--- src/rtl/atten_ser_pkg.sv ---
package atten_ser_pkg;

   typedef enum logic [2:0] {
      PH_IDLE  = 3'd0,
      PH_LOW   = 3'd1,
      PH_HIGH  = 3'd2,
      PH_SETUP = 3'd3,
      PH_LATCH = 3'd4,
      PH_DONE  = 3'd5
   } phase_e;

   // Nanoseconds to whole cycles, rounded up, never below one cycle.
   function automatic int ns_to_cyc(input int ns, input int period);
      int c;
      c = (ns + period - 1) / period;
      return (c < 1) ? 1 : c;
   endfunction

   function automatic int imax(input int a, input int b);
      return (a > b) ? a : b;
   endfunction

endpackage

--- src/rtl/atten_frame_pack.sv ---
module atten_frame_pack #(
   parameter int CODE_W = 7,
   parameter int ADDR_W = 3,
   parameter int WORD_W = 8,
   localparam int FRAME_W = 2 * WORD_W
) (
   input  logic [CODE_W-1:0]  code,
   input  logic [ADDR_W-1:0]  addr,
   output logic [FRAME_W-1:0] frame
);

   if (CODE_W > WORD_W) begin : g_bad_code
      $error("atten_frame_pack: CODE_W exceeds WORD_W");
   end
   if (ADDR_W > WORD_W) begin : g_bad_addr
      $error("atten_frame_pack: ADDR_W exceeds WORD_W");
   end

   // Low word: attenuation code with zero fill on top.
   // High word: address with zero fill on top.
   for (genvar i = 0; i < WORD_W; i++) begin : g_bit
      if (i < CODE_W) begin : g_code
         assign frame[i] = code[i];
      end else begin : g_code_pad
         assign frame[i] = 1'b0;
      end
      if (i < ADDR_W) begin : g_addr
         assign frame[WORD_W+i] = addr[i];
      end else begin : g_addr_pad
         assign frame[WORD_W+i] = 1'b0;
      end
   end

endmodule

--- src/rtl/atten_phase_timer.sv ---
module atten_phase_timer #(
   parameter int TMR_W = 4
) (
   input  logic             clk,
   input  logic             rst_n,
   input  logic             load,
   input  logic [TMR_W-1:0] load_val,
   output logic             expired
);

   if (TMR_W < 1) begin : g_bad_w
      $error("atten_phase_timer: TMR_W must be positive");
   end

   logic [TMR_W-1:0] cnt_q;

   always_ff @(posedge clk or negedge rst_n) begin
      if (!rst_n) begin
         cnt_q <= '0;
      end else if (load) begin
         cnt_q <= load_val;
      end else if (cnt_q != '0) begin
         cnt_q <= cnt_q - 1'b1;
      end
   end

   assign expired = (cnt_q == '0);


   tmr_no_wrap_chk: assert property (@(posedge clk) disable iff (!rst_n)
      (!load && expired) |=> expired)
      else $error("phase timer wrapped below zero");

endmodule

--- src/rtl/atten_bit_shifter.sv ---
module atten_bit_shifter #(
   parameter int FRAME_W = 16,
   localparam int CNT_W = $clog2(FRAME_W + 1)
) (
   input  logic               clk,
   input  logic               rst_n,
   input  logic               load,
   input  logic [FRAME_W-1:0] frame_in,
   input  logic               step,
   output logic               bit_out,
   output logic               last_bit
);

   if (FRAME_W < 2) begin : g_bad_frame
      $error("atten_bit_shifter: FRAME_W must be at least 2");
   end

   logic [FRAME_W-1:0] sh_q;
   logic [CNT_W-1:0]   left_q;

   always_ff @(posedge clk or negedge rst_n) begin
      if (!rst_n) begin
         sh_q   <= '0;
         left_q <= '0;
      end else if (load) begin
         sh_q   <= frame_in;
         left_q <= CNT_W'(FRAME_W);
      end else if (step) begin
         sh_q   <= {1'b0, sh_q[FRAME_W-1:1]};
         left_q <= left_q - 1'b1;
      end
   end

   assign bit_out  = sh_q[0];
   assign last_bit = (left_q == CNT_W'(1));


   shift_underrun_chk: assert property (@(posedge clk) disable iff (!rst_n)
      step |-> (left_q > CNT_W'(1)))
      else $error("shift requested past the final bit");

endmodule

--- src/rtl/atten_serial_master.sv ---
module atten_serial_master
   import atten_ser_pkg::*;
#(
   parameter int SYS_PERIOD_NS     = 20,
   parameter int SCK_HIGH_NS       = 30,
   parameter int SCK_LOW_NS        = 30,
   parameter int SCK_MIN_PERIOD_NS = 100,
   parameter int DATA_SETUP_NS     = 10,
   parameter int DATA_HOLD_NS      = 10,
   parameter int LE_SETUP_NS       = 10,
   parameter int LE_WIDTH_NS       = 30,
   parameter int CODE_W            = 7,
   parameter int ADDR_W            = 3,
   parameter int WORD_W            = 8
) (
   input  logic              clk,
   input  logic              rst_n,
   input  logic              req_valid,
   input  logic [CODE_W-1:0] req_code,
   input  logic [ADDR_W-1:0] req_addr,
   output logic              busy,
   output logic              done,
   output logic              ser_clk,
   output logic              ser_data,
   output logic              ser_le
);

   localparam int FRAME_W = 2 * WORD_W;
   localparam int HI_CYC  = imax(ns_to_cyc(SCK_HIGH_NS, SYS_PERIOD_NS),
                                 ns_to_cyc(DATA_HOLD_NS, SYS_PERIOD_NS));
   localparam int LO_BASE = imax(ns_to_cyc(SCK_LOW_NS, SYS_PERIOD_NS),
                                 ns_to_cyc(DATA_SETUP_NS, SYS_PERIOD_NS));
   localparam int LO_CYC  = imax(LO_BASE,
                                 ns_to_cyc(SCK_MIN_PERIOD_NS, SYS_PERIOD_NS) - HI_CYC);
   localparam int SU_CYC  = ns_to_cyc(LE_SETUP_NS, SYS_PERIOD_NS);
   localparam int LW_CYC  = ns_to_cyc(LE_WIDTH_NS, SYS_PERIOD_NS);
   localparam int MAX_CYC = imax(imax(HI_CYC, LO_CYC), imax(SU_CYC, LW_CYC));
   localparam int TMR_W   = imax(1, $clog2(MAX_CYC + 1));

   localparam logic [TMR_W-1:0] HI_LD = TMR_W'(HI_CYC - 1);
   localparam logic [TMR_W-1:0] LO_LD = TMR_W'(LO_CYC - 1);
   localparam logic [TMR_W-1:0] SU_LD = TMR_W'(SU_CYC - 1);
   localparam logic [TMR_W-1:0] LW_LD = TMR_W'(LW_CYC - 1);

   if (SYS_PERIOD_NS < 1) begin : g_bad_period
      $error("atten_serial_master: SYS_PERIOD_NS must be positive");
   end
   if (CODE_W < 1 || ADDR_W < 1 || WORD_W < 1) begin : g_bad_width
      $error("atten_serial_master: field widths must be positive");
   end
   if (HI_CYC + LO_CYC < ns_to_cyc(SCK_MIN_PERIOD_NS, SYS_PERIOD_NS)) begin : g_bad_rate
      $error("atten_serial_master: serial clock period below minimum");
   end

   phase_e           state_q, state_d;
   logic             sck_q, sck_d;
   logic             le_q, le_d;
   logic             done_q, done_d;
   logic             tmr_load;
   logic [TMR_W-1:0] tmr_val;
   logic             tmr_exp;
   logic             shf_load, shf_step, shf_last, shf_bit;
   logic [FRAME_W-1:0] frame;

   atten_frame_pack #(
      .CODE_W (CODE_W),
      .ADDR_W (ADDR_W),
      .WORD_W (WORD_W)
   ) pack_i (
      .code  (req_code),
      .addr  (req_addr),
      .frame (frame)
   );

   atten_phase_timer #(
      .TMR_W (TMR_W)
   ) timer_i (
      .clk      (clk),
      .rst_n    (rst_n),
      .load     (tmr_load),
      .load_val (tmr_val),
      .expired  (tmr_exp)
   );

   atten_bit_shifter #(
      .FRAME_W (FRAME_W)
   ) shifter_i (
      .clk      (clk),
      .rst_n    (rst_n),
      .load     (shf_load),
      .frame_in (frame),
      .step     (shf_step),
      .bit_out  (shf_bit),
      .last_bit (shf_last)
   );

   always_comb begin
      state_d  = state_q;
      sck_d    = sck_q;
      le_d     = le_q;
      done_d   = 1'b0;
      tmr_load = 1'b0;
      tmr_val  = LO_LD;
      shf_load = 1'b0;
      shf_step = 1'b0;
      unique case (state_q)
         PH_IDLE: begin
            if (req_valid) begin
               state_d  = PH_LOW;
               tmr_load = 1'b1;
               tmr_val  = LO_LD;
               shf_load = 1'b1;
            end
         end
         PH_LOW: begin
            if (tmr_exp) begin
               state_d  = PH_HIGH;
               sck_d    = 1'b1;
               tmr_load = 1'b1;
               tmr_val  = HI_LD;
            end
         end
         PH_HIGH: begin
            if (tmr_exp) begin
               sck_d    = 1'b0;
               tmr_load = 1'b1;
               if (shf_last) begin
                  state_d = PH_SETUP;
                  tmr_val = SU_LD;
               end else begin
                  state_d  = PH_LOW;
                  tmr_val  = LO_LD;
                  shf_step = 1'b1;
               end
            end
         end
         PH_SETUP: begin
            if (tmr_exp) begin
               state_d  = PH_LATCH;
               le_d     = 1'b1;
               tmr_load = 1'b1;
               tmr_val  = LW_LD;
            end
         end
         PH_LATCH: begin
            if (tmr_exp) begin
               state_d = PH_DONE;
               le_d    = 1'b0;
               done_d  = 1'b1;
            end
         end
         PH_DONE: begin
            state_d = PH_IDLE;
         end
         default: begin
            state_d = PH_IDLE;
         end
      endcase
   end

   always_ff @(posedge clk or negedge rst_n) begin
      if (!rst_n) begin
         state_q <= PH_IDLE;
         sck_q   <= 1'b0;
         le_q    <= 1'b0;
         done_q  <= 1'b0;
      end else begin
         state_q <= state_d;
         sck_q   <= sck_d;
         le_q    <= le_d;
         done_q  <= done_d;
      end
   end

   assign busy     = (state_q != PH_IDLE);
   assign done     = done_q;
   assign ser_clk  = sck_q;
   assign ser_le   = le_q;
   assign ser_data = shf_bit;


   le_quiet_shift_chk: assert property (@(posedge clk) disable iff (!rst_n)
      (state_q == PH_LOW || state_q == PH_HIGH) |-> !ser_le)
      else $error("latch strobe high during shifting");


   data_hold_high_chk: assert property (@(posedge clk) disable iff (!rst_n)
      (ser_clk && $past(ser_clk)) |-> $stable(ser_data))
      else $error("serial data moved while clock high");


   done_single_chk: assert property (@(posedge clk) disable iff (!rst_n)
      done |=> !done)
      else $error("done longer than one cycle");


   done_after_le_chk: assert property (@(posedge clk) disable iff (!rst_n)
      done |-> ($past(ser_le) && !ser_le))
      else $error("done not aligned to strobe fall");


   busy_hold_chk: assert property (@(posedge clk) disable iff (!rst_n)
      (busy && !done) |=> busy)
      else $error("busy dropped before done");


   le_clock_low_chk: assert property (@(posedge clk) disable iff (!rst_n)
      ser_le |-> !ser_clk)
      else $error("serial clock high with strobe");

endmodule

--- config.mk ---
export PLATFORM = sky130hd
export DESIGN_NAME = atten_serial_master
export DESIGN_NICKNAME = d
export VERILOG_FILES = /design/src/rtl/atten_ser_pkg.sv /design/src/rtl/atten_frame_pack.sv /design/src/rtl/atten_phase_timer.sv /design/src/rtl/atten_bit_shifter.sv /design/src/rtl/atten_serial_master.sv
export SDC_FILE = /design/constraint.sdc
export NUM_CORES = 1
export LEC_CHECK = 0
export ABC_AREA = 1
export BUFFER_PORTS_ARGS = -buffer_cell sky130_fd_sc_hd__buf_4
export CAP_MARGIN = 0
export CORE_MARGIN = 5
export CORE_UTILIZATION = 55
export DETAILED_ROUTE_END_ITERATION = 10
export PLACE_DENSITY = 0.79
export SYNTH_ARGS = -nofsm -noshare
export SYNTH_HDL_FRONTEND = slang
export SYNTH_SLANG_ARGS = --single-unit
export TNS_END_PERCENT = 100
--- constraint.sdc ---
create_clock -name clk -period 3.31 [get_ports clk]
set_input_delay 0.1655 -clock clk [delete_from_list [all_inputs] [get_ports clk]]
set_output_delay 0.1655 -clock clk [all_outputs]
set_load 0.02 [all_outputs]
==> results of run 1 <==
==> per-layer routing <==
layer,part of all wire [%],track usage [%],up-vias
met5,0,0,-
met4,1.7,7.91,0
met3,5.6,2.81,5
met2,46,28.9,35
met1,47,24.9,548
li1,-,-,612
==> flip-flops by register name (all words and copies together), names as in the netlist <==
| name | flops |
|---|---|
| shifter_i.sh_q | 11 |
| shifter_i.left_q | 5 |
| state_q | 3 |
| timer_i.cnt_q | 2 |
| done | 1 |
| ser_clk | 1 |
| ser_le | 1 |
==> final cells by class <==
class | count | share of cell area [%]
Sequential cell | 24 | 39.1
Timing Repair Buffer | 18 | 8.96
Clock buffer | 4 | 2.36
Tap cell | 30 | 2.44
Multi-Input combinational cell | 131 | 41.5
Inverter | 23 | 5.62
==> where the power goes <==
| group | switching [W] | total [W] | internal, W |
|---|---|---|---|
| Sequential | 0.0000770 | 0.000488 | 0.000411 |
| Clock | 0.0000909 | 0.000158 | 0.0000673 |
| Combinational | 0.000437 | 0.000683 | 0.000246 |
==> layout by cell type, fill, tap and decap left out, drive strengths merged <==
cell type    count
inv             23
ha               3
xor2             2
nand3b           2
buf             17
o22ai            1
nand3           22
o21ai            7
dfrtp           24
nor2            14
dlygate4sd3      1
clkbuf           4
nand2           72
a21oi            1
nand4            7
==> timing repair <==
item | CTS | global route
hold buffers | 1 | 0
setup endpoints to repair | 0 | 0
hold endpoints to repair | 24 | 0
==> worst paths after layout <==
check / slack, ps / depth (start not counted) / to
max in group asynchronous: 2820 / 2 / shifter_i.left_q[1]
worst min-delay path: 30 / 3 / shifter_i.sh_q[10]
min in group asynchronous: 260 / 2 / state_q[2]
worst max register to register: 1570 / 6 / state_q[0]
worst min register to register: 530 / 2 / shifter_i.sh_q[10]
worst max-delay path: 1570 / 6 / state_q[0]
==> worst reg2reg max path: cells and delay by family, from the launching register on <==
| family | cells | cell delay, ps |
|---|---|---|
| DFF | 1 | 470 |
| and+or+nand+nor | 4 | 1030 |
| buffers and inverters | 1 | 60 |
| AOI/OAI and AO/OA | 1 | 90 |
==> synthesized netlist by cell type <==
library cell / n
nand2_1: 69
dfrtp_1: 24
inv_1: 21
nand3_1: 19
nor2_1: 11
nand4_1: 7
o21ai_0: 7
buf_2: 3
ha_1: 3
nand3_2: 3
inv_2: 2
nand2_2: 2
nand3b_1: 2
nor2_4: 2
xor2_1: 2
a21oi_1: 1
buf_4: 1
buf_6: 1
nand2_4: 1
nor2_2: 1
o22ai_1: 1
==> cell families after synthesis <==
kind of cell / synth area share (%)
adders and majority gates: 2.76
DFF: 44.2
AOI/OAI and AO/OA: 3.41
and+or+nand+nor: 39.5
xor gates and xnor gates: 1.29
buffers and inverters: 8.84
==> metrics by stage <==
step                      utilization, %  hold slack (ps)  std cells  power, W  setup WS [ps]
after floorplan                        -             -130        183   0.00101           1910
after global placement              61.8             80.5        225   0.00114           1710
after CTS                           63.8             28.4        230   0.00134           1550
after detailed placement            61.8             83.5        225   0.00118           1590
after global routing                63.8             43.4        230   0.00146           1370
final                               63.8             32.5        230   0.00133           1570
==> impl_results.md, run 1 <==
* Biggest area consumer among synthesized cells: dfrtp_1
* CP startpoint kind: register
* GRT Total Usage at 18.3%
* Fillers at 212
* N_diodes at 0
* Worst Path Required at 3540 ps
* Sequential area share after synthesis at 44.2%
* CTS root buf: clkbuf_4
* DR WL/cell at 12.1 µm
* Die Wd at 59.7 µm
* RSZ-0062 raised after global routing: false
* Worst hold path type: in -> reg
* Drt first pass iters at 4
* Setup CP Type: reg -> reg
* Leakage at 0.874 nW
* Largest net degree at the start of global routing at 31
* CP arrival at 1970 ps
* CTS max path bufs at 2
* Setup TNS at 0 ps
* Peak VDD IR at 585 µV
* Via count at 1200
* Mapped Cells at 183
* Final nets at 217
* Die area at 3560 µm²
* Post-CTS setup buffers at 0
* Post-detail-place hpwl at 2.05 mm
* Main area contributors after synthesis: dfrtp_1, nand2_1, nand3_1
* Die extent in y at 59.7 µm
* CTS tree: yes
* Placed cell area at 1490 µm²
* DRT Wirelength at 2.78 mm
* Worst path cell trace: nor2_4, nand3_2, nand2_1, nand2_1, o21ai_0, inv_1
* # IOs at 18
* Synth Register Bits at 24
* First-pass GRT wire length at 4.97 mm
* Overflow after GRT at 0
* Clock transition at path regs at 130 ps
* Final hold viol count at 0
* Min-delay src: req_addr[2]
* Drc violations at 0
* Cell area after synthesis at 1360 µm²
* Reg-to-reg startpoint: state_q[1]
* Syn_nets at 199
* Tcrit/Tclk final at 52.7%
* Max FO, Critical Path at 30
* Port buffer count at 17
* # clock sinks at 24
* Family with the most delay on the worst path: simple AND/OR/NAND/NOR gates
* Area of the multi-input gates at 638 µm²
* Synth warnings at 0
* Vias per Instance at 5.22
* Slowest stage delay, CP at 490 ps
* Crit. Startpoint: state_q[1]
* Max_slew headroom at 61.3%
* Synth cell types at 21
* Pwr dens at 865 nW/µm²
* Core ar. at 2410 µm²
* Clock skew at 3.43 ps
* Antenna viol nets, final at 0
* Clock latency on the worst-skew pair at 320 ps
* Num CTS Buffers at 3
* Post_cts resized at 0
* Starting Density at 56.4%
* Most used cell, CP: nand2_1
* Status: complete, no violations
* Layout cells sized above 1 at 16.0%
* Worst setup EP type: register
* DR iter-0 viols at 52
* Register Area at 601 µm²
* Via count of the first global-routing pass at 1133
* Top-area cell type share of the netlist area at 44.2%
* Worst Path Buf+Inv at 1
* Rows at 18
* Max Clk Rate at 574 MHz
* GP Congestion at 0.884
* Initial antenna violation count at 0
* Syn avg cell area at 7.43 µm²
* Least-Margin Pin Slew at 580 ps
* H-tree Lvls at 1
* Crit path time final at 1740 ps
* Final Max Slew Viols at 0
* Synth-to-layout area growth at 13.1%
* Slowest cell on crit path: nand3_2
* Final Cell Area at 1540 µm²
* # setup viols final at 0
* # Max-Cap Violations at 0
(Power assumes the default switching activity.)
==> inputs of run 2 (changes only) <==
- CORE_UTILIZATION: 55 -> 51
- PLACE_DENSITY: 0.79 -> 0.77
- clock period: 3.31 -> 1.6 ns (I/O delays scaled with it)
==> impl_results.md, run 2 (same netlist as run 1, synthesis figures left out) <==
* N_diodes at 0 (unchanged)
* Clock skew at 5.81 ps (+2.38 ps)
* Peak VDD IR at 1600 µV (+170%)
* Final nets at 224 (+3.2%)
* Max reg flops at 11 (unchanged)
* Worst Path Required at 1820 ps (-1720 ps)
* Status: complete, no violations
* Antenna viol nets, final at 0 (unchanged)
* DR WL/cell at 11.5 µm (-5.0%)
* Worst Path Buf+Inv at 2 (+1)
* Worst setup EP type: register
* Drt first pass iters at 4 (unchanged)
* Via count at 1211 (+0.92%)
* GRT Total Usage at 17.1% (-1.2 points)
* Initial antenna violation count at 0 (unchanged)
* CTS max path bufs at 2 (unchanged)
* First-pass GRT wire length at 4.86 mm (-2.1%)
* Die area at 3800 µm² (+6.5%)
* Core ar. at 2520 µm² (+4.7%)
* Crit path time final at 1430 ps (-310 ps)
* Slowest cell on crit path: dfrtp_1
* Post-detail-place hpwl at 1.97 mm (-4.0%)
* Port buffer count at 17 (unchanged)
* Top reg by flops: shifter_i.sh_q
* Clock transition at path regs at 130 ps (about the same)
* Biggest regs: shifter_i.sh_q (11), shifter_i.left_q (5), state_q (3)
* Setup TNS at 0 ps (unchanged)
* DR iter-0 viols at 52 (unchanged)
* Worst path cell trace: inv_1, ha_1, inv_1, nor2_1, nand2_2, nand2_4, nand2_2, nand2_1, nand2_1
* Slowest stage delay, CP at 420 ps (-70 ps)
* H-tree Lvls at 1 (unchanged)
* CTS root buf: clkbuf_4
* Max FO, Critical Path at 18 (-40%)
* Worst hold path type: in -> reg
* Pwr dens at 1730 nW/µm² (+100%)
* Vias per Instance at 5.11 (-2.1%)
* Max Clk Rate at 698 MHz (+22%)
* # IOs at 18 (unchanged)
* Rows at 18 (unchanged)
* Overflow after GRT at 0 (unchanged)
* RSZ-0062 raised after global routing: false
* # Max-Cap Violations at 0 (unchanged)
* Total power at 0.00279 W (+110%)
* DRT Wirelength at 2.72 mm (-2.1%)
* Layout cells sized above 1 at 17.4% (+1.4 points)
* CP startpoint kind: register
* Leakage at 0.908 nW (+3.9%)
* CTS tree: yes
* Num CTS Buffers at 3 (unchanged)
* # clock sinks at 24 (unchanged)
* Drc violations at 0 (unchanged)
* Tcrit/Tclk final at 89.6% (+37 points)
* Synth-to-layout area growth at 19.0%
* Final Max Slew Viols at 0 (unchanged)
* GP Congestion at 0.821 (-7.2%)
* Setup CP Type: reg -> reg
* Via count of the first global-routing pass at 1153 (+1.8%)
* Clock latency on the worst-skew pair at 310 ps (about the same)
* Max_slew headroom at 79.4% (+18 points)
* Commonest non-fill, non-tap cell in the layout: nand2_1
* Starting Density at 53.9% (-2.5 points)
* Die extent in y at 61.6 µm (+3.2%)
* Least-Margin Pin Slew at 308 ps (-272 ps)
* FF-to-FF setup slack at 170 ps (-1400 ps)
* Most frequent cells in the layout: nand2_1, dfrtp_1, inv_1
* CP arrival at 1650 ps (-320 ps)
* Family with the most delay on the worst path: simple AND/OR/NAND/NOR gates
* Final hold viol count at 0 (unchanged)
* Largest net degree at the start of global routing at 31 (unchanged)
* # setup viols final at 0 (unchanged)
* Die Wd at 61.6 µm (+3.2%)
[run 2: cell count changes in the layout (fill, tap and decap cells not counted), sizes merged]
cell,delta
dlygate4sd3,+5
buf,+2
[run 2: repair_timing]
item	4_1_cts	5_1_grt
resized for setup	0	2
hold endpoints to repair	29	0
hold buffers	6	0
setup endpoints to repair	0	6
buffers inserted	0	0
[run 2: worst register-to-register path: cells and delay by family (launching register included)]
kind	cells	cell delay, ps
flip-flops	1	420
AND/OR/NAND/NOR	6	660
buffers and inverters	2	120
adder cells (fa/ha/maj)	1	140
[run 2: stage by stage]
| step | hold WS, ps | worst slack [ps] | cell area [µm²] | instances | util [%] |
|---|---|---|---|---|---|
| final | 112 | 166 | 1620 | 237 | 64.1 |
| after global routing | 109 | 15.3 | 1620 | 237 | 64.1 |
| after CTS | 118 | 79.8 | 1610 | 237 | 64.0 |
| after detailed placement | -3.52 | 115 | 1520 | 227 | 60.2 |
| after global placement | -5.24 | 165 | 1520 | 227 | 60.2 |
| after floorplan | -216 | 205 | 1360 | 183 | - |
[run 2: report_power, final]
group	switching [W]	total [W]	internal, W
Clock	0.000183	0.000323	0.000139
Combinational	0.000894	0.00146	0.000565
Sequential	0.000161	0.00101	0.000849
[run 2: path summary, 6_finish.rpt]
path,end,startpoint,cells past startpoint
worst max-delay path,shifter_i.sh_q[1],shifter_i.left_q[1],9
worst min-delay path,shifter_i.sh_q[0],req_code[0],5
worst max register to register,shifter_i.sh_q[1],shifter_i.left_q[1],9
worst min register to register,ser_le,ser_le,2
max in group asynchronous,shifter_i.sh_q[6],rst_n,2
min in group asynchronous,state_q[0],rst_n,2
[run 2: metal layers]
metal  GRT usage (%)  part of all wire, %
met1            22.0                   48
met2            28.4                   44
met3            2.94                  6.1
met4            6.97                  1.7
met5               0                    0
[run 2: layout make-up]
cell class              count  area [µm²]
multi-input cells         131         641
flip-flops and latches     24         601
inverters                  23        86.3
well taps                  30        37.5
repair buffers             25         215
clock buffers               4        36.3
fillers                   242         906
